File: config.mk
export PLATFORM = sky130hd
export DESIGN_NAME = csr_bus_if
export DESIGN_NICKNAME = d
export VERILOG_FILES = /design/src/rtl/csr_bus_pkg.sv /design/src/rtl/csr_bus_sync.sv /design/src/rtl/csr_bus_regfile.sv /design/src/rtl/csr_bus_rdmux.sv /design/src/rtl/csr_bus_if.sv
export SDC_FILE = /design/constraint.sdc
export NUM_CORES = 1
export LEC_CHECK = 0
export ABC_AREA = 1
export BUFFER_PORTS_ARGS = -buffer_cell sky130_fd_sc_hd__buf_2
export CAP_MARGIN = 10
export CORE_MARGIN = 10
export CORE_UTILIZATION = 30
export DETAILED_ROUTE_END_ITERATION = 7
export HOLD_SLACK_MARGIN = 0.08
export PLACE_DENSITY = 0.63
export RECOVER_POWER = 50
export SYNTH_ARGS = -nofsm -noshare
export SYNTH_HDL_FRONTEND = slang
export SYNTH_HIERARCHICAL = 1
export SYNTH_SLANG_ARGS = --single-unit
export TNS_END_PERCENT = 30
File: constraint.sdc
create_clock -name clk -period 2.02 [get_ports clk]
set_input_delay 0.303 -clock clk [delete_from_list [all_inputs] [get_ports clk]]
set_output_delay 0.303 -clock clk [all_outputs]
set_load 0.05 [all_outputs]
File: src/rtl/csr_bus_pkg.sv
package csr_bus_pkg;

    localparam int CSR_DW = 8;
    localparam int PTR_W  = 7;
    localparam int TD_W   = 6;
    localparam int ADDR_W = 2;
    localparam int PAD_W  = CSR_DW - PTR_W;

    typedef enum logic [ADDR_W-1:0] {
        REG_CTRL = 2'd0,
        REG_RPTR = 2'd1,
        REG_WPTR = 2'd2,
        REG_TEST = 2'd3
    } reg_sel_e;

    typedef struct packed {
        logic       mem_test;
        logic       rp_sync_inh;
        logic       shift_en;
        logic       rp_auto_inc;
        logic [1:0] test_chan;
        logic       rsvd;
        logic       test_fall;
    } ctrl_reg_t;

    typedef struct packed {
        logic            sin;
        logic [TD_W-1:0] tdata;
    } test_reg_t;

    typedef struct packed {
        logic              rd;
        reg_sel_e          sel;
        logic [CSR_DW-1:0] data;
    } bus_acc_t;

    function automatic ctrl_reg_t ctrl_from_word(input logic [CSR_DW-1:0] w);
        ctrl_reg_t c;
        c      = ctrl_reg_t'(w);
        c.rsvd = 1'b0;
        return c;
    endfunction

    function automatic logic [CSR_DW-1:0] ptr_to_word(input logic [PTR_W-1:0] p);
        return {{PAD_W{1'b0}}, p};
    endfunction

endpackage

File: src/rtl/csr_bus_sync.sv
module csr_bus_sync
    import csr_bus_pkg::*;
#(
    parameter int STAGES = 2
) (
    input  logic                clk,
    input  logic                rst,
    input  logic                bus_cs_n,
    input  logic                bus_rd,
    input  logic [ADDR_W-1:0]   bus_addr,
    input  logic [CSR_DW-1:0]   bus_din_n,
    output logic                acc_end,
    output bus_acc_t            acc
);

    localparam int LAST = STAGES - 1;

    logic [STAGES-1:0] sync_q;
    logic              rel_q;
    logic              cs_active;

    always_ff @(posedge clk) begin
        if (rst) begin
            sync_q <= '1;
            rel_q  <= 1'b1;
        end else begin
            sync_q <= {sync_q[STAGES-2:0], bus_cs_n};
            rel_q  <= sync_q[LAST];
        end
    end

    assign cs_active = ~sync_q[LAST];
    assign acc_end   = sync_q[LAST] & ~rel_q;

    always_ff @(posedge clk) begin
        if (rst) begin
            acc <= '0;
        end else if (cs_active) begin
            acc.rd   <= bus_rd;
            acc.sel  <= reg_sel_e'(bus_addr);
            acc.data <= ~bus_din_n;
        end
    end

endmodule

File: src/rtl/csr_bus_regfile.sv
module csr_bus_regfile
    import csr_bus_pkg::*;
(
    input  logic             clk,
    input  logic             rst,
    input  logic             acc_end,
    input  bus_acc_t         acc,
    output ctrl_reg_t        ctrl_q,
    output test_reg_t        test_q,
    output logic             rd_ld,
    output logic             wr_ld,
    output logic [PTR_W-1:0] ld_val,
    output logic             shift_q
);

    always_ff @(posedge clk) begin
        if (rst) begin
            ctrl_q  <= '0;
            test_q  <= '0;
            rd_ld   <= 1'b0;
            wr_ld   <= 1'b0;
            ld_val  <= '0;
            shift_q <= 1'b0;
        end else begin
            rd_ld   <= 1'b0;
            wr_ld   <= 1'b0;
            shift_q <= 1'b0;
            if (acc_end) begin
                if (!acc.rd) begin
                    case (acc.sel)
                        REG_CTRL: ctrl_q <= ctrl_from_word(acc.data);
                        REG_RPTR: begin
                            rd_ld  <= 1'b1;
                            ld_val <= acc.data[PTR_W-1:0];
                        end
                        REG_WPTR: begin
                            wr_ld  <= 1'b1;
                            ld_val <= acc.data[PTR_W-1:0];
                        end
                        default:  test_q <= test_reg_t'(acc.data[TD_W:0]);
                    endcase
                end
                if (acc.sel == REG_TEST && ctrl_q.shift_en)
                    shift_q <= 1'b1;
            end
        end
    end

endmodule

File: src/rtl/csr_bus_rdmux.sv
module csr_bus_rdmux
    import csr_bus_pkg::*;
(
    input  logic [ADDR_W-1:0] sel,
    input  ctrl_reg_t         ctrl_q,
    input  test_reg_t         test_q,
    input  logic              sout,
    input  logic [PTR_W-1:0]  rd_cnt,
    input  logic [PTR_W-1:0]  wr_cnt,
    output logic [CSR_DW-1:0] word
);

    always_comb begin
        case (reg_sel_e'(sel))
            REG_CTRL: word = ctrl_q;
            REG_RPTR: word = ptr_to_word(rd_cnt);
            REG_WPTR: word = ptr_to_word(wr_cnt);
            default:  word = {sout, test_q};
        endcase
    end

endmodule

File: src/rtl/csr_bus_if.sv
module csr_bus_if
    import csr_bus_pkg::*;
#(
    parameter int SYNC_STAGES = 2
) (
    input  logic              clk,
    input  logic              rst,
    input  logic              bus_cs_n,
    input  logic              bus_rd,
    input  logic [ADDR_W-1:0] bus_addr,
    input  logic [CSR_DW-1:0] bus_din_n,
    output logic [CSR_DW-1:0] bus_dout_n,
    output logic              bus_oe,
    input  logic [PTR_W-1:0]  rd_ptr_cnt,
    input  logic [PTR_W-1:0]  wr_ptr_cnt,
    output logic              rd_ptr_load,
    output logic              wr_ptr_load,
    output logic [PTR_W-1:0]  ptr_load_val,
    output logic              mem_test_en,
    output logic              rp_sync_inhibit,
    output logic              shift_en,
    output logic              rp_auto_inc,
    output logic [1:0]        test_chan,
    output logic              test_fall_sel,
    output logic [TD_W-1:0]   test_data,
    output logic              serial_in_bit,
    input  logic              serial_out_bit,
    output logic              shift_pulse
);

    logic              acc_end;
    bus_acc_t          acc;
    ctrl_reg_t         ctrl_q;
    test_reg_t         test_q;
    logic [CSR_DW-1:0] rd_word;

    csr_bus_sync #(.STAGES(SYNC_STAGES)) sync_i (
        .clk       (clk),
        .rst       (rst),
        .bus_cs_n  (bus_cs_n),
        .bus_rd    (bus_rd),
        .bus_addr  (bus_addr),
        .bus_din_n (bus_din_n),
        .acc_end   (acc_end),
        .acc       (acc)
    );

    csr_bus_regfile regs_i (
        .clk     (clk),
        .rst     (rst),
        .acc_end (acc_end),
        .acc     (acc),
        .ctrl_q  (ctrl_q),
        .test_q  (test_q),
        .rd_ld   (rd_ptr_load),
        .wr_ld   (wr_ptr_load),
        .ld_val  (ptr_load_val),
        .shift_q (shift_pulse)
    );

    csr_bus_rdmux mux_i (
        .sel    (bus_addr),
        .ctrl_q (ctrl_q),
        .test_q (test_q),
        .sout   (serial_out_bit),
        .rd_cnt (rd_ptr_cnt),
        .wr_cnt (wr_ptr_cnt),
        .word   (rd_word)
    );

    assign bus_oe          = ~bus_cs_n & bus_rd;
    assign bus_dout_n      = bus_oe ? ~rd_word : '1;
    assign mem_test_en     = ctrl_q.mem_test;
    assign rp_sync_inhibit = ctrl_q.rp_sync_inh;
    assign shift_en        = ctrl_q.shift_en;
    assign rp_auto_inc     = ctrl_q.rp_auto_inc;
    assign test_chan       = ctrl_q.test_chan;
    assign test_fall_sel   = ctrl_q.test_fall;
    assign test_data       = test_q.tdata;
    assign serial_in_bit   = test_q.sin;

endmodule

==> results of run 1 <==
how the worst min path moves through the flow:
stage	start	to	slack (ps)	cells past startpoint
after CTS	rst	regs_i/shift_q$_SDFF_PP0_	240	2
after detailed placement	sync_i/sync_q[0]$_SDFF_PP1_	sync_i/sync_q[1]$_SDFF_PP1_	420	1
after global routing	bus_din_n[4]	sync_i/acc[4]$_SDFFE_PP0N_	260	4
after floorplan	rst	regs_i/shift_q$_SDFF_PP0_	380	1
after global placement	sync_i/sync_q[0]$_SDFF_PP1_	sync_i/sync_q[1]$_SDFF_PP1_	420	1
final	bus_din_n[3]	sync_i/acc[3]$_SDFFE_PP0N_	250	4
metal layers:
metal	vias up	part of all wire	GRT usage
met3	4	0.14	0.0556
met5	-	0	0
met4	0	0.017	0.0485
met2	72	0.41	0.139
li1	963	-	-
met1	758	0.44	0.115
through the flow:
stage | area, um^2 | cells | setup slack [ps] | util
6_report | 2250 | 417 | 412 | 0.359
5_1_grt | 2250 | 417 | 294 | 0.359
4_1_cts | 2280 | 417 | 431 | 0.364
3_5_place_dp | 2180 | 409 | 435 | 0.347
3_3_place_gp | 2180 | 409 | 477 | 0.347
2_1_floorplan | 1910 | 283 | 465 | -
worst max-delay path, stage by stage:
cell     delay, ps
buf_2          290
inv_2          130
nand3_1         90
nand4_1        110
nand3_1        100
buf_2          270
sequential cells by signal, summed over array words and instances (netlist names):
signal,count
sync_i/rel_q,1
regs_i/test_q,7
regs_i/shift_q,1
sync_i/acc,11
regs_i/ld_val,7
sync_i/sync_q,2
regs_i/ctrl_q,7
regs_i/wr_ld,1
regs_i/rd_ld,1
where the power goes:
group          switching, uW  total [uW]  leakage (uW)  internal (uW)
clock network            252         622     0.0000524            369
logic                    136         196      0.000790           60.2
registers               17.7         787      0.000309            769
cell type report:
type | count | area (um^2)
fill | 707 | 4020
timing repair buffer | 63 | 289
multi-input combinational | 193 | 856
clock buffer | 7 | 76.3
tap | 77 | 96.3
sequential | 38 | 761
clock inverter | 1 | 30.0
inverter | 38 | 145
kinds of logic (layout without fill, tap and decap cells):
group                    after synthesis  count (layout)  synth area share
AND/OR/NAND/NOR                      188             188             0.419
buffers and inverters                 52             109             0.155
flip-flops                            38              38             0.398
adder cells (fa/ha/maj)                4               4            0.0262
other                                  1               1           0.00196
Yosys cell counts:
cell type and n:
nand2_1 74, nor2_1 66, dfxtp_1 38, inv_1 33, nand3_1 31, buf_6 8
nand4_1 7, ha_1 4, inv_2 4, nand3_2 3, buf_2 2, buf_8 2
nor2_2 2, or2_2 2, buf_4 1, clkbuf_8 1, conb_1 1, inv_4 1
nand2_2 1, nor2_4 1, nor3_1 1
==> flow_metrics.py, run 1 <==
metrics = {
    "worst_setup_path": {
        "rr_worst_depth": 5,
        "r2r_start": "sync_i/sync_q[1]$_SDFF_PP1_",
        "worst_ep_arrival_time_ps": 1300,
        "cp.required_ps": 1720,
        "critPathLaunchType": "input pin",
        "cp_max_fo": 18,
        "r2r_end": "regs_i/ctrl_q[4]$_SDFFE_PP0P_",
        "crit_type": "in -> out",
        "critical_path.startpoint": "bus_addr[0]",
        "cp-endpoint": "bus_dout_n[2]",
        "r2r_slack_ps": 510,
        "end_kind": "primary output",
    },
    "grt": {
        "grt_pass1_vias": 1622,
        "antenna_found_initial": 0,
        "grt_pass1_wl_um": 7900,
        "grt-ovfl-total": 0,
        "grt_max_degree": 19,
        "gr-usage-all-layers": 0.0979,
    },
    "clock_network": {
        "cts_sinks": 38,
        "clkLatencyLatePin_ps": 290,
        "clockBufferDepth": 2,
        "h-tree-depth": 2,
        "root_buffer": "clkbuf_8",
        "path_clk_slew_ps": 70,
        "post_cts.repair.setup_buffers": 0,
        "cts_buffers": 5,
        "holdBufCountCts": 0,
        "cts_tree": "yes",
        "ctsResizeCount": 0,
    },
    "routing": {
        "antenna_left": 0,
        "viasPerCell": 4.31,
        "drtPass1Iterations": 4,
        "wl_um": 4960,
        "wl_per_cell_um": 11.9,
        "drt-initial-drc-count": 101,
        "remaining_drc_errors": 0,
        "vias": 1797,
    },
    "final_layout": {
        "mostFrequentLayoutCells": "nand2_1, nor2_1, buf_2",
        "final_common_cell": "nand2_1",
        "fin_nets": 372,
        "drive_above_1_share": 0.176,
        "syn2layout_area_growth_pct": 17.8,
        "antennaDiodeCount": 0,
    },
    "sta": {
        "finalSetupViolCount": 0,
        "timing.final.max_slew_violations": 0,
        "fin_skew_ps": 7.80,
        "finalSetupTns_ps": 0,
        "timing.final.crit_share": 0.796,
        "fmax_ghz": 0.622,
        "tightest_slew_ps": 648,
        "finalHoldWorstSlack_ps": 251,
        "hold_viol": 0,
        "min_period_ps": 1610,
        "slew_headroom": 0.570,
        "grt_setup_unrepaired": "no",
    },
    "logic_synthesis": {
        "synth_top_area_frac": 0.398,
        "yosysUniqueCellTypes": 21,
        "ys_seq_elements": 38,
        "synth_top_area_cell": "dfxtp_1",
        "yosysSeqAreaShare": 0.398,
        "synthTopCellsByArea": "dfxtp_1, nand2_1, nor2_1",
        "synthCells": 283,
        "synth_area_per_cell_um2": 6.76,
        "ys_warn_count": 6,
        "synth.cell_area_um2": 1910,
        "syn_nets": 316,
    },
    "floorplan": {
        "core_region_area_um2": 6280,
        "die_w_um": 99.9,
        "die_height_um": 99.9,
        "start_util": 0.305,
        "fp-row-count": 29,
        "die-area_um2": 9970,
        "ios": 62,
    },
    "placed_design": {
        "finalWeightedCongestion": 0.816,
        "dp_hpwl_um": 3820,
        "portBuffers": 61,
    },
    "job": {
        "cap_violations": 0,
    },
    "power_and_ir_drop": {
        "p_leak_uw": 0.00115,
        "power_uw": 1610,
        "pwr_density_cell_nw_per_um2": 712,
        "peakVddDrop_uv": 280,
    },
    "hold_path": {
        "hp-class": "in -> reg",
    },
    "outcome": {
        "status": "completed",
    },
}
(Power assumes the default switching activity.)
==> run 2: changes to the inputs <==
PLACE_DENSITY = 0.65   (was 0.63)
clock period = 1.4 ns   (was 2.02 ns; I/O delays follow)
==> run 2 against run 1 <==
First-iteration DRC count rose by 5.9%. Largest cell class unchanged. Non-clock buffer count increased by 6. Highest routed layer unchanged. Global-route usage rose by 0.29 points. Utilization rose by 2.6 points.
==> flow_metrics.py, run 2 (synthesized netlist as in run 1, its figures left out) <==
metrics = {
    "worst_setup_path": {
        "cp.required_ps": 1190,
        "worst_ep_arrival_time_ps": 1120,
        "crit_type": "reg -> out",
        "critical_path.startpoint": "regs_i/test_q[4]$_SDFFE_PP0P_",
        "cp_cell_sequence": "nand3_1, nand4_1, nand3_2, clkbuf_4",
        "crit_buf_inv": 1,
        "max_stage_delay_ps": 350,
        "end_kind": "primary output",
        "cp_max_fo": 3,
        "r2r_start": "sync_i/acc[8]$_SDFFE_PP0N_",
        "crit_family": "flip-flops",
        "critPathLaunchType": "flop",
        "slowest_stage": "dfxtp_1",
    },
    "clock_network": {
        "cts_sinks": 38,
        "h-tree-depth": 2,
        "clkLatencyLatePin_ps": 280,
        "cts_buffers": 5,
        "root_buffer": "clkbuf_8",
        "cts_tree": "yes",
        "post_cts.repair.setup_buffers": 0,
        "path_clk_slew_ps": 80,
        "clockBufferDepth": 2,
    },
    "power_and_ir_drop": {
        "p_switching_uw": 589,
        "pwr_density_cell_nw_per_um2": 969,
        "combPwrFrac": 0.137,
        "p_leak_uw": 0.00130,
        "p_int_uw": 1760,
        "peakVddDrop_uv": 358,
        "pwr-share-clk": 0.379,
        "seq_power_share": 0.484,
        "swShare": 0.251,
    },
    "final_layout": {
        "syn2layout_area_growth_pct": 26.4,
        "top_register": "sync_i/acc",
        "antennaDiodeCount": 0,
        "mostFrequentLayoutCells": "nand2_1, nor2_1, buf_2",
        "final_common_cell": "nand2_1",
        "drive_above_1_share": 0.295,
        "largest_reg_flops": 11,
        "final_util": 0.385,
        "fin_nets": 378,
        "design_area_um2": 2420,
    },
    "floorplan": {
        "start_util": 0.305,
        "die_w_um": 99.9,
        "die_height_um": 99.9,
        "die-area_um2": 9970,
        "core_region_area_um2": 6280,
        "fp-row-count": 29,
        "ios": 62,
    },
    "grt": {
        "grt-ovfl-total": 0,
        "grt_pass1_wl_um": 8370,
        "grt_max_degree": 22,
        "grt_pass1_vias": 1772,
        "gr-usage-all-layers": 0.101,
        "antenna_found_initial": 0,
    },
    "placed_design": {
        "finalWeightedCongestion": 0.925,
        "dpl-instance-area_um2": 2270,
        "dp_hpwl_um": 3890,
        "portBuffers": 61,
    },
    "routing": {
        "antenna_left": 0,
        "wl_per_cell_um": 11.8,
        "viasPerCell": 4.22,
        "remaining_drc_errors": 0,
        "drt-initial-drc-count": 107,
        "vias": 1786,
        "wl_um": 4980,
        "drtPass1Iterations": 4,
    },
    "hold_path": {
        "hold_start": "bus_din_n[3]",
        "hp-class": "in -> reg",
    },
    "sta": {
        "finalSetupViolCount": 0,
        "timing.final.max_slew_violations": 0,
        "finalSetupTns_ps": 0,
        "grt_setup_unrepaired": "yes",
        "timing.final.crit_share": 0.952,
        "fmax_ghz": 0.750,
        "fin_skew_ps": 10.3,
        "hold_viol": 0,
        "min_period_ps": 1330,
    },
    "outcome": {
        "status": "completed",
    },
    "job": {
        "cap_violations": 0,
    },
}
run 2: final timing paths:
kind                                        end  slack (ps)  cells after the start
setup / recovery                  bus_dout_n[4]          70                      4
hold / removal       sync_i/acc[3]$_SDFFE_PP0N_         150                      4
setup reg to reg  regs_i/ld_val[5]$_SDFFE_PP0P_         100                      5
hold reg to reg     sync_i/sync_q[1]$_SDFF_PP1_         440                      1
run 2: through the flow:
| step | total power (uW) | instances | hold slack (ps) | worst slack, ps |
|---|---|---|---|---|
| 2_1_floorplan | 1390 | 283 | 287 | 9.64 |
| 3_3_place_gp | 1470 | 415 | 423 | 111 |
| 3_5_place_dp | 1470 | 415 | 406 | 91.4 |
| 4_1_cts | 2370 | 423 | 146 | 13.6 |
| 5_1_grt | 2450 | 423 | 164 | -50.4 |
| 6_report | 2340 | 423 | 152 | 66.5 |
run 2: layer usage:
metal  global-route usage  wire (um)  share of wire  up-vias
met1                0.128       2330           0.47      746
met5                    0          0              0        -
li1                     -          -              -      972
met4               0.0364         43         0.0086        0
met3               0.0501        590           0.12        5
met2                0.143       2020           0.40       63
run 2: worst register-to-register path, cell delays in order, from the launching register on:
cell and delay (ps):
dfxtp_1 340, inv_1 70, ha_1 290, nand3_2 240, nor2_1 180, nor2_1 70
run 2: power groups by stage:
stage	clock network, uW	registers (uW)	logic, uW
after floorplan	0	1180	204
after global routing	958	1140	358
after global placement	0	1160	309
final	889	1130	321
after CTS	923	1130	316
after detailed placement	0	1160	314
run 2: what timing repair did:
item / 4_1_cts / 5_1_grt
endpoints found under the setup margin: 0 / 18
hold buffers: 0 / 0
gates resized for setup: 0 / 22
run 2: cell type report:
type / instances / area [um^2]
fillers: 682 / 3860
inverters: 38 / 145
clock buffers: 7 / 76.3
well taps: 77 / 96.3
repair buffers: 69 / 402
clock inverters: 1 / 30.0
multi-input cells: 193 / 901
flip-flops and latches: 38 / 768
==> run 3: changes to the inputs <==
PLACE_DENSITY = 0.57   (was 0.65)
==> run 3 against run 2 <==
Final cell count unchanged. Die area unchanged. Combinational power increased by 2%. Register-to-register slack got worse by 20 ps. Wire length increased by 5.2%. Critical path type unchanged.
==> flow_metrics.py, run 3 (synthesized netlist as in run 1, its figures left out) <==
metrics = {
    "outcome": {
        "status": "completed",
    },
    "sta": {
        "hold_viol": 0,
        "finalSetupViolCount": 0,
        "grt_setup_unrepaired": "yes",
        "fmax_ghz": 0.751,
        "fin_skew_ps": 6.98,
        "min_period_ps": 1330,
        "tightest_slew_ps": 599,
        "timing.final.max_slew_violations": 0,
        "fin_ws_ps": 69.2,
        "slew_headroom": 0.602,
        "timing.final.crit_share": 0.951,
    },
    "worst_setup_path": {
        "cp_max_fo": 3,
        "cp_cell_sequence": "nand3_1, nand4_1, nand3_2, buf_4",
        "crit_buf_inv": 1,
        "end_kind": "primary output",
        "cp.required_ps": 1190,
        "crit_type": "reg -> out",
        "crit_family": "flip-flops",
        "worst_ep_arrival_time_ps": 1120,
        "critPathLaunchType": "flop",
        "max_stage_delay_ps": 370,
        "slowest_stage": "dfxtp_1",
    },
    "floorplan": {
        "core_region_area_um2": 6280,
        "ios": 62,
        "start_util": 0.305,
        "die_w_um": 99.9,
        "die-area_um2": 9970,
        "fp-row-count": 29,
        "die_height_um": 99.9,
    },
    "final_layout": {
        "largest_reg_flops": 11,
        "seq_area_um2": 772,
        "fin_nets": 378,
        "fill_cells": 680,
        "stdcell_count": 423,
        "drive_above_1_share": 0.303,
        "mostFrequentLayoutCells": "nand2_1, nor2_1, buf_2",
        "antennaDiodeCount": 0,
        "syn2layout_area_growth_pct": 26.7,
        "final_common_cell": "nand2_1",
        "multi_input_comb_area_um2": 893,
        "top_register": "sync_i/acc",
        "design_area_um2": 2420,
    },
    "job": {
        "cap_violations": 0,
    },
    "power_and_ir_drop": {
        "swShare": 0.256,
        "pwr_density_cell_nw_per_um2": 976,
        "power_uw": 2360,
        "p_switching_uw": 606,
        "peakVddDrop_uv": 424,
        "combPwrFrac": 0.138,
        "seq_power_share": 0.480,
        "p_leak_uw": 0.00130,
        "p_int_uw": 1760,
        "pwr-share-clk": 0.382,
    },
    "grt": {
        "antenna_found_initial": 0,
        "grt_max_degree": 17,
        "gr-usage-all-layers": 0.106,
        "grt-ovfl-total": 0,
        "grt_pass1_vias": 1750,
        "grt_pass1_wl_um": 8660,
    },
    "clock_network": {
        "ctsResizeCount": 0,
        "cts_sinks": 38,
        "path_clk_slew_ps": 70,
        "cts_tree": "yes",
        "cts_buffers": 5,
        "clockBufferDepth": 2,
        "root_buffer": "clkbuf_8",
        "clkLatencyLatePin_ps": 290,
        "post_cts.repair.setup_buffers": 0,
        "h-tree-depth": 2,
        "holdBufCountCts": 0,
    },
    "placed_design": {
        "dpl-instance-area_um2": 2290,
        "preCtsSetupSlack_ps": 68.8,
        "portBuffers": 61,
        "finalWeightedCongestion": 0.874,
        "dp_hpwl_um": 3970,
        "dp.cells": 415,
    },
    "routing": {
        "remaining_drc_errors": 0,
        "viasPerCell": 4.27,
        "wl_per_cell_um": 12.4,
        "antenna_left": 0,
        "wl_um": 5240,
        "drt-initial-drc-count": 89,
        "drtPass1Iterations": 4,
        "vias": 1807,
    },
    "hold_path": {
        "hp-class": "in -> reg",
    },
}
## run 3: cell types whose count changed in the layout (fill, tap and decap cells not counted), sizes merged
| cell | before | now |
|---|---|---|
| buf | 67 | 61 |
| clkbuf | 9 | 15 |
## run 3: power by group through the flow
stage	logic [uW]	clock network, uW	registers (uW)
6_report	326	903	1130
5_1_grt	360	986	1140
4_1_cts	323	939	1130
3_5_place_dp	320	0	1160
3_3_place_gp	320	0	1160
2_1_floorplan	204	0	1180
## run 3: layer usage
metal	global-route usage	vias to the layer above	share of wire
li1	-	974	-
met1	0.131	769	0.46
met2	0.157	59	0.42
met3	0.0453	5	0.10
met4	0.0441	0	0.014
met5	0	-	0
## run 3: worst paths after layout
kind                            depth (start not counted)  slack, ps                          start                       endpoint
worst min-delay path                                    2        140                            rst      regs_i/shift_q$_SDFF_PP0_
worst max-delay path                                    4         70  regs_i/test_q[6]$_SDFFE_PP0P_                  bus_dout_n[6]
worst max register to register                          5         80    sync_i/sync_q[1]$_SDFF_PP1_  regs_i/ctrl_q[4]$_SDFFE_PP0P_
worst min register to register                          1        410    sync_i/sync_q[0]$_SDFF_PP1_    sync_i/sync_q[1]$_SDFF_PP1_
## run 3: layout make-up
cell class / instances / share of cell area
multi-input cells: 193 / 0.369
clock inverters: 1 / 0.0124
well taps: 77 / 0.0398
flip-flops and latches: 38 / 0.319
clock buffers: 7 / 0.0315
repair buffers: 69 / 0.169
inverters: 38 / 0.0599
## run 3: stage by stage
stage | TNS, ps | hold WS, ps | utilization
after detailed placement | 0 | 399 | 0.364
after floorplan | 0 | 287 | -
after CTS | 0 | 137 | 0.381
after global placement | 0 | 403 | 0.364
final | 0 | 140 | 0.386
after global routing | -459 | 153 | 0.386
